<file path="config.mk">
export PLATFORM = sky130hd
export DESIGN_NAME = trc_ctrl_regfile
export DESIGN_NICKNAME = d
export VERILOG_FILES = /design/src/rtl/trc_ctrl_pkg.sv /design/src/rtl/trc_wr_arb.sv /design/src/rtl/trc_ctrl_reg.sv /design/src/rtl/trc_dbgreq_ctl.sv /design/src/rtl/trc_ctrl_decode.sv /design/src/rtl/trc_ctrl_regfile.sv
export SDC_FILE = /design/constraint.sdc
export NUM_CORES = 1
export LEC_CHECK = 0
export BUFFER_PORTS_ARGS = -buffer_cell sky130_fd_sc_hd__buf_2
export CAP_MARGIN = 0
export CELL_PAD_IN_SITES_DETAIL_PLACEMENT = 0
export CELL_PAD_IN_SITES_GLOBAL_PLACEMENT = 1
export CORE_UTILIZATION = 28
export DETAILED_ROUTE_END_ITERATION = 8
export PLACE_DENSITY = 0.86
export REMOVE_ABC_BUFFERS = 1
export SLEW_MARGIN = 20
export SYNTH_ARGS = -nofsm -noshare
export SYNTH_HDL_FRONTEND = slang
export SYNTH_SLANG_ARGS = --single-unit
</file>
<file path="constraint.sdc">
create_clock -name clk -period 2.16 [get_ports clk]
set_input_delay 0.324 -clock clk [delete_from_list [all_inputs] [get_ports clk]]
set_output_delay 0.324 -clock clk [all_outputs]
set_load 0.01 [all_outputs]
</file>
<file path="src/rtl/trc_ctrl_pkg.sv">
package trc_ctrl_pkg;
  localparam int CTRL_W  = 32;
  localparam int PW_W    = 7;
  localparam int CTX_W   = 6;
  localparam int PSZ_W   = 4;

  // bit positions whose meaning the decode and gating rely on
  localparam int B_PD      = 0;
  localparam int B_DMODE   = 2;
  localparam int B_PSZ_LO  = 4;
  localparam int B_STALL   = 7;
  localparam int B_DREQ    = 9;
  localparam int B_PROG    = 10;
  localparam int B_PEN     = 11;
  localparam int B_HALF    = 13;
  localparam int B_CTX     = 14;
  localparam int B_PMODE   = 16;
  localparam int B_SUPP    = 18;
  localparam int B_PSZ_HI  = 21;
  localparam int B_DBGLK   = 22;
  localparam int B_SWLK    = 23;
  localparam int B_INSTR   = 24;
  localparam int B_PSEL    = 25;
  localparam int B_TS      = 28;
  localparam int B_RSV_A   = 29;
  localparam int B_VMID    = 30;
  localparam int B_RSV_B   = 31;

  // fields that stay writable during power-down
  localparam logic [CTRL_W-1:0] PD_OPEN = (32'h7 << B_PSEL) | (32'h1 << B_PD);

  typedef enum logic [1:0] {
    SRC_NONE = 2'd0,
    SRC_SW   = 2'd1,
    SRC_DBG  = 2'd2
  } wr_src_e;

  function automatic logic [PW_W-1:0] psz_to_pins(input logic [PSZ_W-1:0] code);
    logic [PW_W-1:0] r;
    case (code)
      4'd0:    r = 7'd4;
      4'd1:    r = 7'd8;
      4'd2:    r = 7'd16;
      4'd3:    r = 7'd24;
      4'd4:    r = 7'd32;
      4'd5:    r = 7'd48;
      4'd6:    r = 7'd64;
      4'd8:    r = 7'd1;
      4'd9:    r = 7'd2;
      default: r = 7'd0;
    endcase
    return r;
  endfunction

  function automatic logic [CTX_W-1:0] ctx_to_bits(input logic [1:0] code);
    logic [CTX_W-1:0] r;
    if (code == 2'd0) r = '0;
    else              r = CTX_W'(6'd8 << (code - 2'd1));
    return r;
  endfunction
endpackage

</file>
<file path="src/rtl/trc_wr_arb.sv">
module trc_wr_arb
  import trc_ctrl_pkg::*;
(
  input  logic              clk,
  input  logic              rst,
  input  logic              sw_wr,
  input  logic [CTRL_W-1:0] sw_wdata,
  input  logic              dbg_wr,
  input  logic [CTRL_W-1:0] dbg_wdata,
  input  logic              sw_locked,
  input  logic              dbg_locked,
  output logic              wr_en,
  output wr_src_e           wr_src,
  output logic [CTRL_W-1:0] wr_data
);
  always_comb begin
    wr_en   = 1'b0;
    wr_src  = SRC_NONE;
    wr_data = '0;
    if (dbg_wr) begin
      wr_src  = SRC_DBG;
      wr_data = dbg_wdata;
      wr_en   = !dbg_locked;
    end else if (sw_wr) begin
      wr_src  = SRC_SW;
      wr_data = sw_wdata;
      wr_en   = !sw_locked;
    end
  end

  p_dbg_wins_r7: assert property (@(posedge clk) disable iff (rst)
    (sw_wr && dbg_wr) |-> (wr_src == SRC_DBG && wr_data == dbg_wdata));

  p_lock_sw_r5: assert property (@(posedge clk) disable iff (rst)
    (sw_locked && !dbg_wr) |-> !wr_en);

  p_lock_dbg_r6: assert property (@(posedge clk) disable iff (rst)
    (dbg_locked && dbg_wr) |-> !wr_en);
endmodule

</file>
<file path="src/rtl/trc_ctrl_reg.sv">
module trc_ctrl_reg
  import trc_ctrl_pkg::*;
#(
  parameter int INSTR_CNT_W = 4
) (
  input  logic                   clk,
  input  logic                   rst,
  input  logic                   cfg_has_vmid,
  input  logic                   cfg_has_tstamp,
  input  logic [INSTR_CNT_W-1:0] cfg_instr_cnt,
  input  logic                   cfg_has_swlock,
  input  logic                   cfg_has_dbglock,
  input  logic                   cfg_has_stall,
  input  logic [PSZ_W-1:0]       cfg_port_min,
  input  logic                   wr_en,
  input  wr_src_e                wr_src,
  input  logic [CTRL_W-1:0]      wr_data,
  output logic [CTRL_W-1:0]      ctrl_q,
  output logic                   combo_err
);
  logic [CTRL_W-1:0] impl;
  logic [CTRL_W-1:0] rst_val;
  logic [CTRL_W-1:0] wm;
  logic [CTRL_W-1:0] nxt;
  logic              err_d;

  always_comb begin
    impl          = '1;
    impl[B_RSV_B] = 1'b0;
    impl[B_RSV_A] = 1'b0;
    impl[B_VMID]  = cfg_has_vmid;
    impl[B_TS]    = cfg_has_tstamp;
    impl[B_INSTR] = (cfg_instr_cnt != '0);
    impl[B_SWLK]  = cfg_has_swlock;
    impl[B_DBGLK] = cfg_has_dbglock;
    impl[B_STALL] = cfg_has_stall;
  end

  always_comb begin
    rst_val                       = '0;
    rst_val[B_PD]                 = 1'b1;
    rst_val[B_PROG]               = 1'b1;
    rst_val[B_PSZ_HI]             = cfg_port_min[3];
    rst_val[B_PSZ_LO+2:B_PSZ_LO]  = cfg_port_min[2:0];
  end

  always_comb begin
    nxt   = ctrl_q;
    err_d = 1'b0;
    wm    = wr_data & impl;
    if (wr_en) begin
      if (ctrl_q[B_PD]) begin
        nxt = (ctrl_q & ~PD_OPEN) | (wm & PD_OPEN);
      end else begin
        if (wr_src == SRC_DBG) wm[B_DBGLK] = ctrl_q[B_DBGLK];
        else                   wm[B_SWLK]  = ctrl_q[B_SWLK];
        if (wm[B_SUPP] && wm[B_STALL]) begin
          wm[B_SUPP]  = ctrl_q[B_SUPP];
          wm[B_STALL] = ctrl_q[B_STALL];
          err_d       = 1'b1;
        end
        nxt = wm;
      end
    end
  end

  always_ff @(posedge clk) begin
    if (rst) begin
      ctrl_q    <= rst_val;
      combo_err <= 1'b0;
    end else begin
      ctrl_q    <= nxt;
      combo_err <= err_d;
    end
  end

  p_pd_hold_r2: assert property (@(posedge clk) disable iff (rst)
    ctrl_q[B_PD] |=> ((ctrl_q & ~PD_OPEN) == ($past(ctrl_q) & ~PD_OPEN)));

  p_rsv_zero_r3: assert property (@(posedge clk) disable iff (rst)
    !ctrl_q[B_RSV_B] && !ctrl_q[B_RSV_A]);

  p_no_both_r8: assert property (@(posedge clk) disable iff (rst)
    !(ctrl_q[B_SUPP] && ctrl_q[B_STALL]));

  p_err_keep_r8: assert property (@(posedge clk) disable iff (rst)
    combo_err |-> (ctrl_q[B_SUPP] == $past(ctrl_q[B_SUPP]) &&
                   ctrl_q[B_STALL] == $past(ctrl_q[B_STALL])));

  p_feat_gate_r4: assert property (@(posedge clk) disable iff (rst)
    (!cfg_has_stall |-> !ctrl_q[B_STALL]));
endmodule

</file>
<file path="src/rtl/trc_dbgreq_ctl.sv">
module trc_dbgreq_ctl (
  input  logic clk,
  input  logic rst,
  input  logic req_en,
  input  logic trig_evt,
  input  logic dbg_ack,
  output logic dbg_req
);
  logic fire;
  assign fire = req_en && trig_evt;

  always_ff @(posedge clk) begin
    if (rst)           dbg_req <= 1'b0;
    else if (fire)     dbg_req <= 1'b1;
    else if (dbg_ack)  dbg_req <= 1'b0;
  end

  p_req_hold_r9: assert property (@(posedge clk) disable iff (rst)
    (dbg_req && !dbg_ack) |=> dbg_req);

  p_req_cause_r9: assert property (@(posedge clk) disable iff (rst)
    (!dbg_req && !(req_en && trig_evt)) |=> !dbg_req);
endmodule

</file>
<file path="src/rtl/trc_ctrl_decode.sv">
module trc_ctrl_decode
  import trc_ctrl_pkg::*;
(
  input  logic             clk,
  input  logic             rst,
  input  logic [PSZ_W-1:0] psz_code,
  input  logic [1:0]       ctx_code,
  input  logic [1:0]       dmode,
  input  logic [2:0]       cmode,
  input  logic             stall_en,
  input  logic             fifo_full_in,
  output logic             stall_out,
  output logic [PW_W-1:0]  port_width,
  output logic [CTX_W-1:0] ctx_bits,
  output logic [1:0]       data_mode,
  output logic [2:0]       clk_mode
);
  always_ff @(posedge clk) begin
    if (rst) stall_out <= 1'b0;
    else     stall_out <= fifo_full_in && stall_en;
  end

  assign port_width = psz_to_pins(psz_code);
  assign ctx_bits   = ctx_to_bits(ctx_code);
  assign data_mode  = dmode;
  assign clk_mode   = cmode;

  p_stall_gate_r10: assert property (@(posedge clk) disable iff (rst)
    !stall_en |=> !stall_out);

  p_stall_follow_r10: assert property (@(posedge clk) disable iff (rst)
    (stall_en && fifo_full_in) |=> stall_out);
endmodule

</file>
<file path="src/rtl/trc_ctrl_regfile.sv">
module trc_ctrl_regfile
  import trc_ctrl_pkg::*;
#(
  parameter int INSTR_CNT_W = 4
) (
  input  logic                   clk,
  input  logic                   rst,
  input  logic                   sw_wr,
  input  logic [31:0]            sw_wdata,
  input  logic                   dbg_wr,
  input  logic [31:0]            dbg_wdata,
  output logic [31:0]            rd_data,
  input  logic                   cfg_has_vmid,
  input  logic                   cfg_has_tstamp,
  input  logic [INSTR_CNT_W-1:0] cfg_instr_cnt,
  input  logic                   cfg_has_swlock,
  input  logic                   cfg_has_dbglock,
  input  logic                   cfg_has_stall,
  input  logic [3:0]             cfg_port_min,
  input  logic                   trig_evt,
  input  logic                   dbg_ack,
  input  logic                   fifo_full_in,
  output logic                   pwr_down,
  output logic                   port_en,
  output logic                   dbg_req,
  output logic                   stall_out,
  output logic                   combo_err,
  output logic [6:0]             port_width,
  output logic [5:0]             ctx_bits,
  output logic [1:0]             data_mode,
  output logic [2:0]             clk_mode
);
  logic [CTRL_W-1:0] ctrl_q;
  logic              wr_en;
  wr_src_e           wr_src;
  logic [CTRL_W-1:0] wr_data;

  trc_wr_arb u_arb (
    .clk        (clk),
    .rst        (rst),
    .sw_wr      (sw_wr),
    .sw_wdata   (sw_wdata),
    .dbg_wr     (dbg_wr),
    .dbg_wdata  (dbg_wdata),
    .sw_locked  (ctrl_q[B_SWLK]),
    .dbg_locked (ctrl_q[B_DBGLK]),
    .wr_en      (wr_en),
    .wr_src     (wr_src),
    .wr_data    (wr_data)
  );

  trc_ctrl_reg #(.INSTR_CNT_W(INSTR_CNT_W)) u_reg (
    .clk             (clk),
    .rst             (rst),
    .cfg_has_vmid    (cfg_has_vmid),
    .cfg_has_tstamp  (cfg_has_tstamp),
    .cfg_instr_cnt   (cfg_instr_cnt),
    .cfg_has_swlock  (cfg_has_swlock),
    .cfg_has_dbglock (cfg_has_dbglock),
    .cfg_has_stall   (cfg_has_stall),
    .cfg_port_min    (cfg_port_min),
    .wr_en           (wr_en),
    .wr_src          (wr_src),
    .wr_data         (wr_data),
    .ctrl_q          (ctrl_q),
    .combo_err       (combo_err)
  );

  trc_dbgreq_ctl u_dreq (
    .clk      (clk),
    .rst      (rst),
    .req_en   (ctrl_q[B_DREQ]),
    .trig_evt (trig_evt),
    .dbg_ack  (dbg_ack),
    .dbg_req  (dbg_req)
  );

  trc_ctrl_decode u_dec (
    .clk          (clk),
    .rst          (rst),
    .psz_code     ({ctrl_q[B_PSZ_HI], ctrl_q[B_PSZ_LO+2:B_PSZ_LO]}),
    .ctx_code     (ctrl_q[B_CTX+1:B_CTX]),
    .dmode        (ctrl_q[B_DMODE+1:B_DMODE]),
    .cmode        ({ctrl_q[B_HALF], ctrl_q[B_PMODE+1:B_PMODE]}),
    .stall_en     (ctrl_q[B_STALL]),
    .fifo_full_in (fifo_full_in),
    .stall_out    (stall_out),
    .port_width   (port_width),
    .ctx_bits     (ctx_bits),
    .data_mode    (data_mode),
    .clk_mode     (clk_mode)
  );

  assign rd_data  = ctrl_q;
  assign pwr_down = ctrl_q[B_PD];
  assign port_en  = ctrl_q[B_PEN];
endmodule

</file>
Word level (Yosys, flattened, before mapping)
Memories as Yosys holds them, arrays and structs flattened. A register that Yosys moved wholly into a read port is not among the register bits.
Cells that the tools add are included.

storage, ports and cells
  memories = 1
  memory bits (read-only) = 112
  output and inout bits = 55
  logic and storage cells = 49
  register bits = 35
  input port bits = 84

cells by class
  shift operators = 1
  bitwise operators = 3
  reductions and logical operators = 14
  $add $sub $neg = 1
  muxes and demuxes = 18
  equal/unequal tests = 3

memories
  name             depth  bits a word  read ports  clocked after memory_dff  wr ports  RTL line            text
  (no name shown)  16     7            1           1                         0         trc_ctrl_pkg.sv:40  case (code)

operator list
  kind                 count
  $mux 32              3
  $mux 22              2
  $and 32x31->32       1
  $or 32x28->32        1
  $mux 1               10
  $mux 6               1
  $reduce_and 2->1     3
  $reduce_bool 2->1    3
  $shl 4x2->6 const A  1
  $mux 4               1
  $ne 2x1->1 const B   2
  $reduce_bool 4->1    1
  $logic_and 1x1->1    3
  $reduce_or 3->1      1
  $eq 2x2->1 const B   1
  $logic_not 1->1      2
  $logic_not 2->1      1
  $mux 2               1
  $sub 2x1->2 const B  1
  $not 1->1            1

Longest topological paths before layout
  depth after elaboration = 9
  mapped depth = 7
  depth with buffers taken out = 5

Hierarchy
A second synthesis with hierarchy kept.

unflattened totals
  cells, all modules = 218
  area total of the unflattened synthesis = 1945.6 µm²

modules (own cells, without submodules)
  module            area an instance (µm²)  cells an instance  times used  seq. area each (µm²)
  trc_ctrl_reg      1312.5                  137                1           660.6
  trc_wr_arb        396.6                   49                 1           0.0
  trc_ctrl_decode   182.7                   26                 1           20.0
  trc_dbgreq_ctl    38.8                    4                  1           20.0
  trc_ctrl_regfile  15.0                    2                  1           0.0

Worst setup path after synthesis
Ideal clock, no wire load.

  path kind = input-to-reg
  start = in dbg_wr
  end = reg, netlist name u_dec.port_width[4]
  path buffers = 1
  data arrival time = 1.486 ns
  stages = 6
  setup slack = 0.586 ns
  cells stage by stage = buf_4 > nor3b_4 > nor3_4 > a221oi_2 > nand2b_1 > o32ai_2

between the ends
  word-level cells in the longest chain between the ends = 6
  elaborated cells between the ends (all ways) = 8

ends and longest elaborated chain
  what                  RTL line                text
  from (decl)           trc_ctrl_regfile.sv:10  input logic dbg_wr,
  $mux 32               trc_wr_arb.sv:20        if (dbg_wr) begin
  $and 32x31->32        trc_ctrl_reg.sv:50      wm = wr_data & impl;
  $mux 32               trc_ctrl_reg.sv:52      if (ctrl_q[B_PD]) begin
  $mux 22               trc_ctrl_reg.sv:51      if (wr_en) begin
  $mux 22               trc_ctrl_reg.sv:68      if (rst) begin
  $mux 4 (no line) (*)  -

Every way passes the cells marked *; elsewhere a longest branch is shown, timed or not. The select of a mux whose other input is x is not followed.
A chain may end at the register's enable or synchronous reset.

Worst setup path in the final report
  start = reg u_reg.ctrl_q[23]
  end = reg, netlist name u_dec.port_width[4]

between the ends
  word-level cells in the longest chain between the ends = 5

ends and longest elaborated chain
  what                         RTL line            text
  from (decl)                  trc_ctrl_reg.sv:18  output logic [CTRL_W-1:0] ctrl_q,
  from (signal assigned)       trc_ctrl_reg.sv:69  ctrl_q <= rst_val;
  from (signal assigned)       trc_ctrl_reg.sv:72  ctrl_q <= nxt;
  $logic_not 1->1              trc_wr_arb.sv:27    wr_en = !sw_locked;
  $mux 1                       trc_wr_arb.sv:24    end else if (sw_wr) begin
  $mux 1                       trc_wr_arb.sv:20
  $reduce_bool 2->1 (no line)  -
  $mux 4 (no line)             -

No other way between the ends.

==> summary.txt <==
Nets - 409
worst setup path start - u_reg.ctrl_q[23]$_SDFFE_PP0P_
FILL cells - 726
Seq/Total Area, Yosys - 43.0%
R2R Path Start - u_reg.ctrl_q[23]$_SDFFE_PP0P_
post-DP HPWL - 4170 um
# H-tree levels - 2
Post-Syn Instances - 210
setup TNS - 0 ns
DR pass1 iterations - 4
global-route wire length before repair - 8300 um
Fin. Hold Viols - 0
Core ar. - 6760 um2
Port Buffers - 127
die footprint - 7330 um2
CTS Sinks - 40
post-DR wirelength/cell - 13.4 um
clock-pin slew on the worst setup and hold paths - 0.08 ns
count of flip-flops with a built-in enable after synthesis - 4
Max Fclk - 557 MHz
Die W - 85.6 um
critical path launch point type - register
fin. max-slew vios - 0
crit share post-route - 83.1%
Post-CTS Setup Bufs - 0
vias in the first global route - 1714
critical path type - register to register
largest net degree at the start of global routing - 21
switching share of power - 29.3%
top cells by area, synth - dfxtp_1 37%, a221oi_1 6.7%, buf_4 6.5%, edfxtp_1 6.1%, nor3_1 4.6%
Initial Util - 29.0%
synthesized area per cell - 9.32 um2
CTS tree - yes
Synth Cell Area - 1960 um2
post-synthesis register bit count - 40
minimum clock period - 1.80 ns
Root Driver - clkbuf_8
clock power share - 27.7%
final setup fails - 0
Synth cell types - 39
pwr/cell area - 650 nW/um2
fin util - 39.5%
Final Skew - 0.00773 ns
Area growth syn-to-layout - 36.4%
Tot GR Track Use - 14.6%
worst min path class - primary input to register
worst skew pair latency - 0.29 ns
initial antenna violation count - 0
max_cap viols - 0
cts hold-fix bufs - 0
area leader, netlist - dfxtp_1
CP required - 2.37 ns
total wire length - 5450 um
VDD IR-drop max - 0.000202 V
HP Start - fifo_full_in
Psw - 0.508 mW
WP data arrival - 2.00 ns
total CTS buffers - 5
DIE HEIGHT - 85.6 um
sequential power share - 48.5%
Primary FF master, synth - dfxtp_1
antenna-violating nets left - 0
Vias - 1980
status - complete, no violations
number of antenna repair diodes - 0
Resize count post-CTS - 0
Max Root-Sink Buffers - 2
fraction of layout instances using a drive strength above 1 - 47.2%
1st-iter DRT viols - 57
global placement routability congestion - 0.795
sequential cell area - 841 um2
unrepaired setup endpoints after global routing - no
Synth Warn # - 0
Pint - 1.23 mW
asr flop ratio synth - 0%
Synth top area share - 36.8%
grt total ovfl - 0
drt drc - 0
cell row count - 30
vias per cell - 4.88
Multi-input gate area - 925 um2
Leak - 1.31 nW
nature of the critical path endpoint - register
Comb power frac - 23.9%
Top-Level Pins - 139
worst-path fanout max - 8
-- cell type report --
class,instances,share of cell area [%]
Multi-Input combinational cell,139,34.6
Sequential cell,40,31.5
Timing Repair Buffer,135,26.5
Tap cell,80,3.75
Clock buffer,7,2.86
Inverter,4,0.562
Clock inverter,1,0.187
-- critical path, stage by stage (launching register included) --
cell and delay [ns]:
dfxtp_1 0.37, or3b_4 0.45, a21oi_4 0.30, a221oi_2 0.18, nand2b_1 0.22, o32ai_2 0.21
-- per-stage QoR --
stage	setup WS, ns	area [um2]	total power [mW]	hold slack, ns	cells
2_1_floorplan	0.344	1770	1.06	0.393	183
3_3_place_gp	0.232	2590	1.27	0.441	398
3_5_place_dp	0.188	2590	1.28	0.447	398
4_1_cts	0.363	2670	1.76	0.266	406
5_1_grt	0.207	2670	1.84	0.260	406
6_report	0.364	2670	1.73	0.280	406
-- metal layers --
layer / vias up / GRT usage [%] / routed length, um
li1: 984 / - / -
met1: 909 / 17.9 / 2370
met2: 85 / 25.1 / 2710
met3: 2 / 3.46 / 324
met4: 0 / 5.30 / 38
met5: - / 0 / 0
-- power by group through the flow --
stage                     logic, mW  registers, mW  clock network [mW]
final                         0.414          0.841               0.480
after CTS                     0.418          0.842               0.500
after detailed placement      0.416          0.859                   0
after global placement        0.409          0.857                   0
after floorplan               0.173          0.889                   0
after global routing          0.458          0.849               0.530
-- cell usage after synthesis, drive strengths merged, types with 5 or more instances --
cell / count
a221oi: 19
nor3: 19
nand2: 8
nor2: 21
nand3b: 5
dfxtp: 36
clkbuf: 10
a22o: 9
and2: 5
buf: 21
a21oi: 14
-- sequential cells by signal, indices dropped and copies added, names as in the netlist --
signal	count
u_dec.port_width	7
u_reg.ctrl_q	30
u_dreq.dbg_req	1
u_dec.stall_out	1
u_reg.combo_err	1
-- worst paths after layout --
path                                          to  slack [ns]  cells after the start
setup / recovery  u_dec.port_width[4]$_SDFF_PP0_        0.36                      5
hold / removal        u_dec.stall_out$_SDFF_PP0_        0.28                      2
setup reg to reg  u_dec.port_width[4]$_SDFF_PP0_        0.36                      5
hold reg to reg    u_reg.ctrl_q[28]$_SDFFE_PP0P_        0.46                      2
-- kinds of logic (layout without fill, tap and decap cells) --
family                 Yosys count  after routing  share of synthesized area (%)
flip-flops                      40             40                           43.0
AO/OA/AOI/OAI                   59             59                           25.1
other                            1              5                          0.192
buffers and inverters           35            147                           10.9
AND/OR/NAND/NOR                 75             75                           20.8
-- cells in the final DEF (no fill, tap or decap), types with 5 or more instances in the layout --
cell / n
nand3b_1: 5
a21oi_1: 12
and2_1: 5
dfxtp_1: 36
buf_2: 127
nand2_1: 8
clkbuf_8: 5
nor2_1: 21
nor3_1: 18
a22o_1: 9
buf_4: 7
a221oi_1: 15
conb_1: 5
Power figures use the tool's default switching activity.
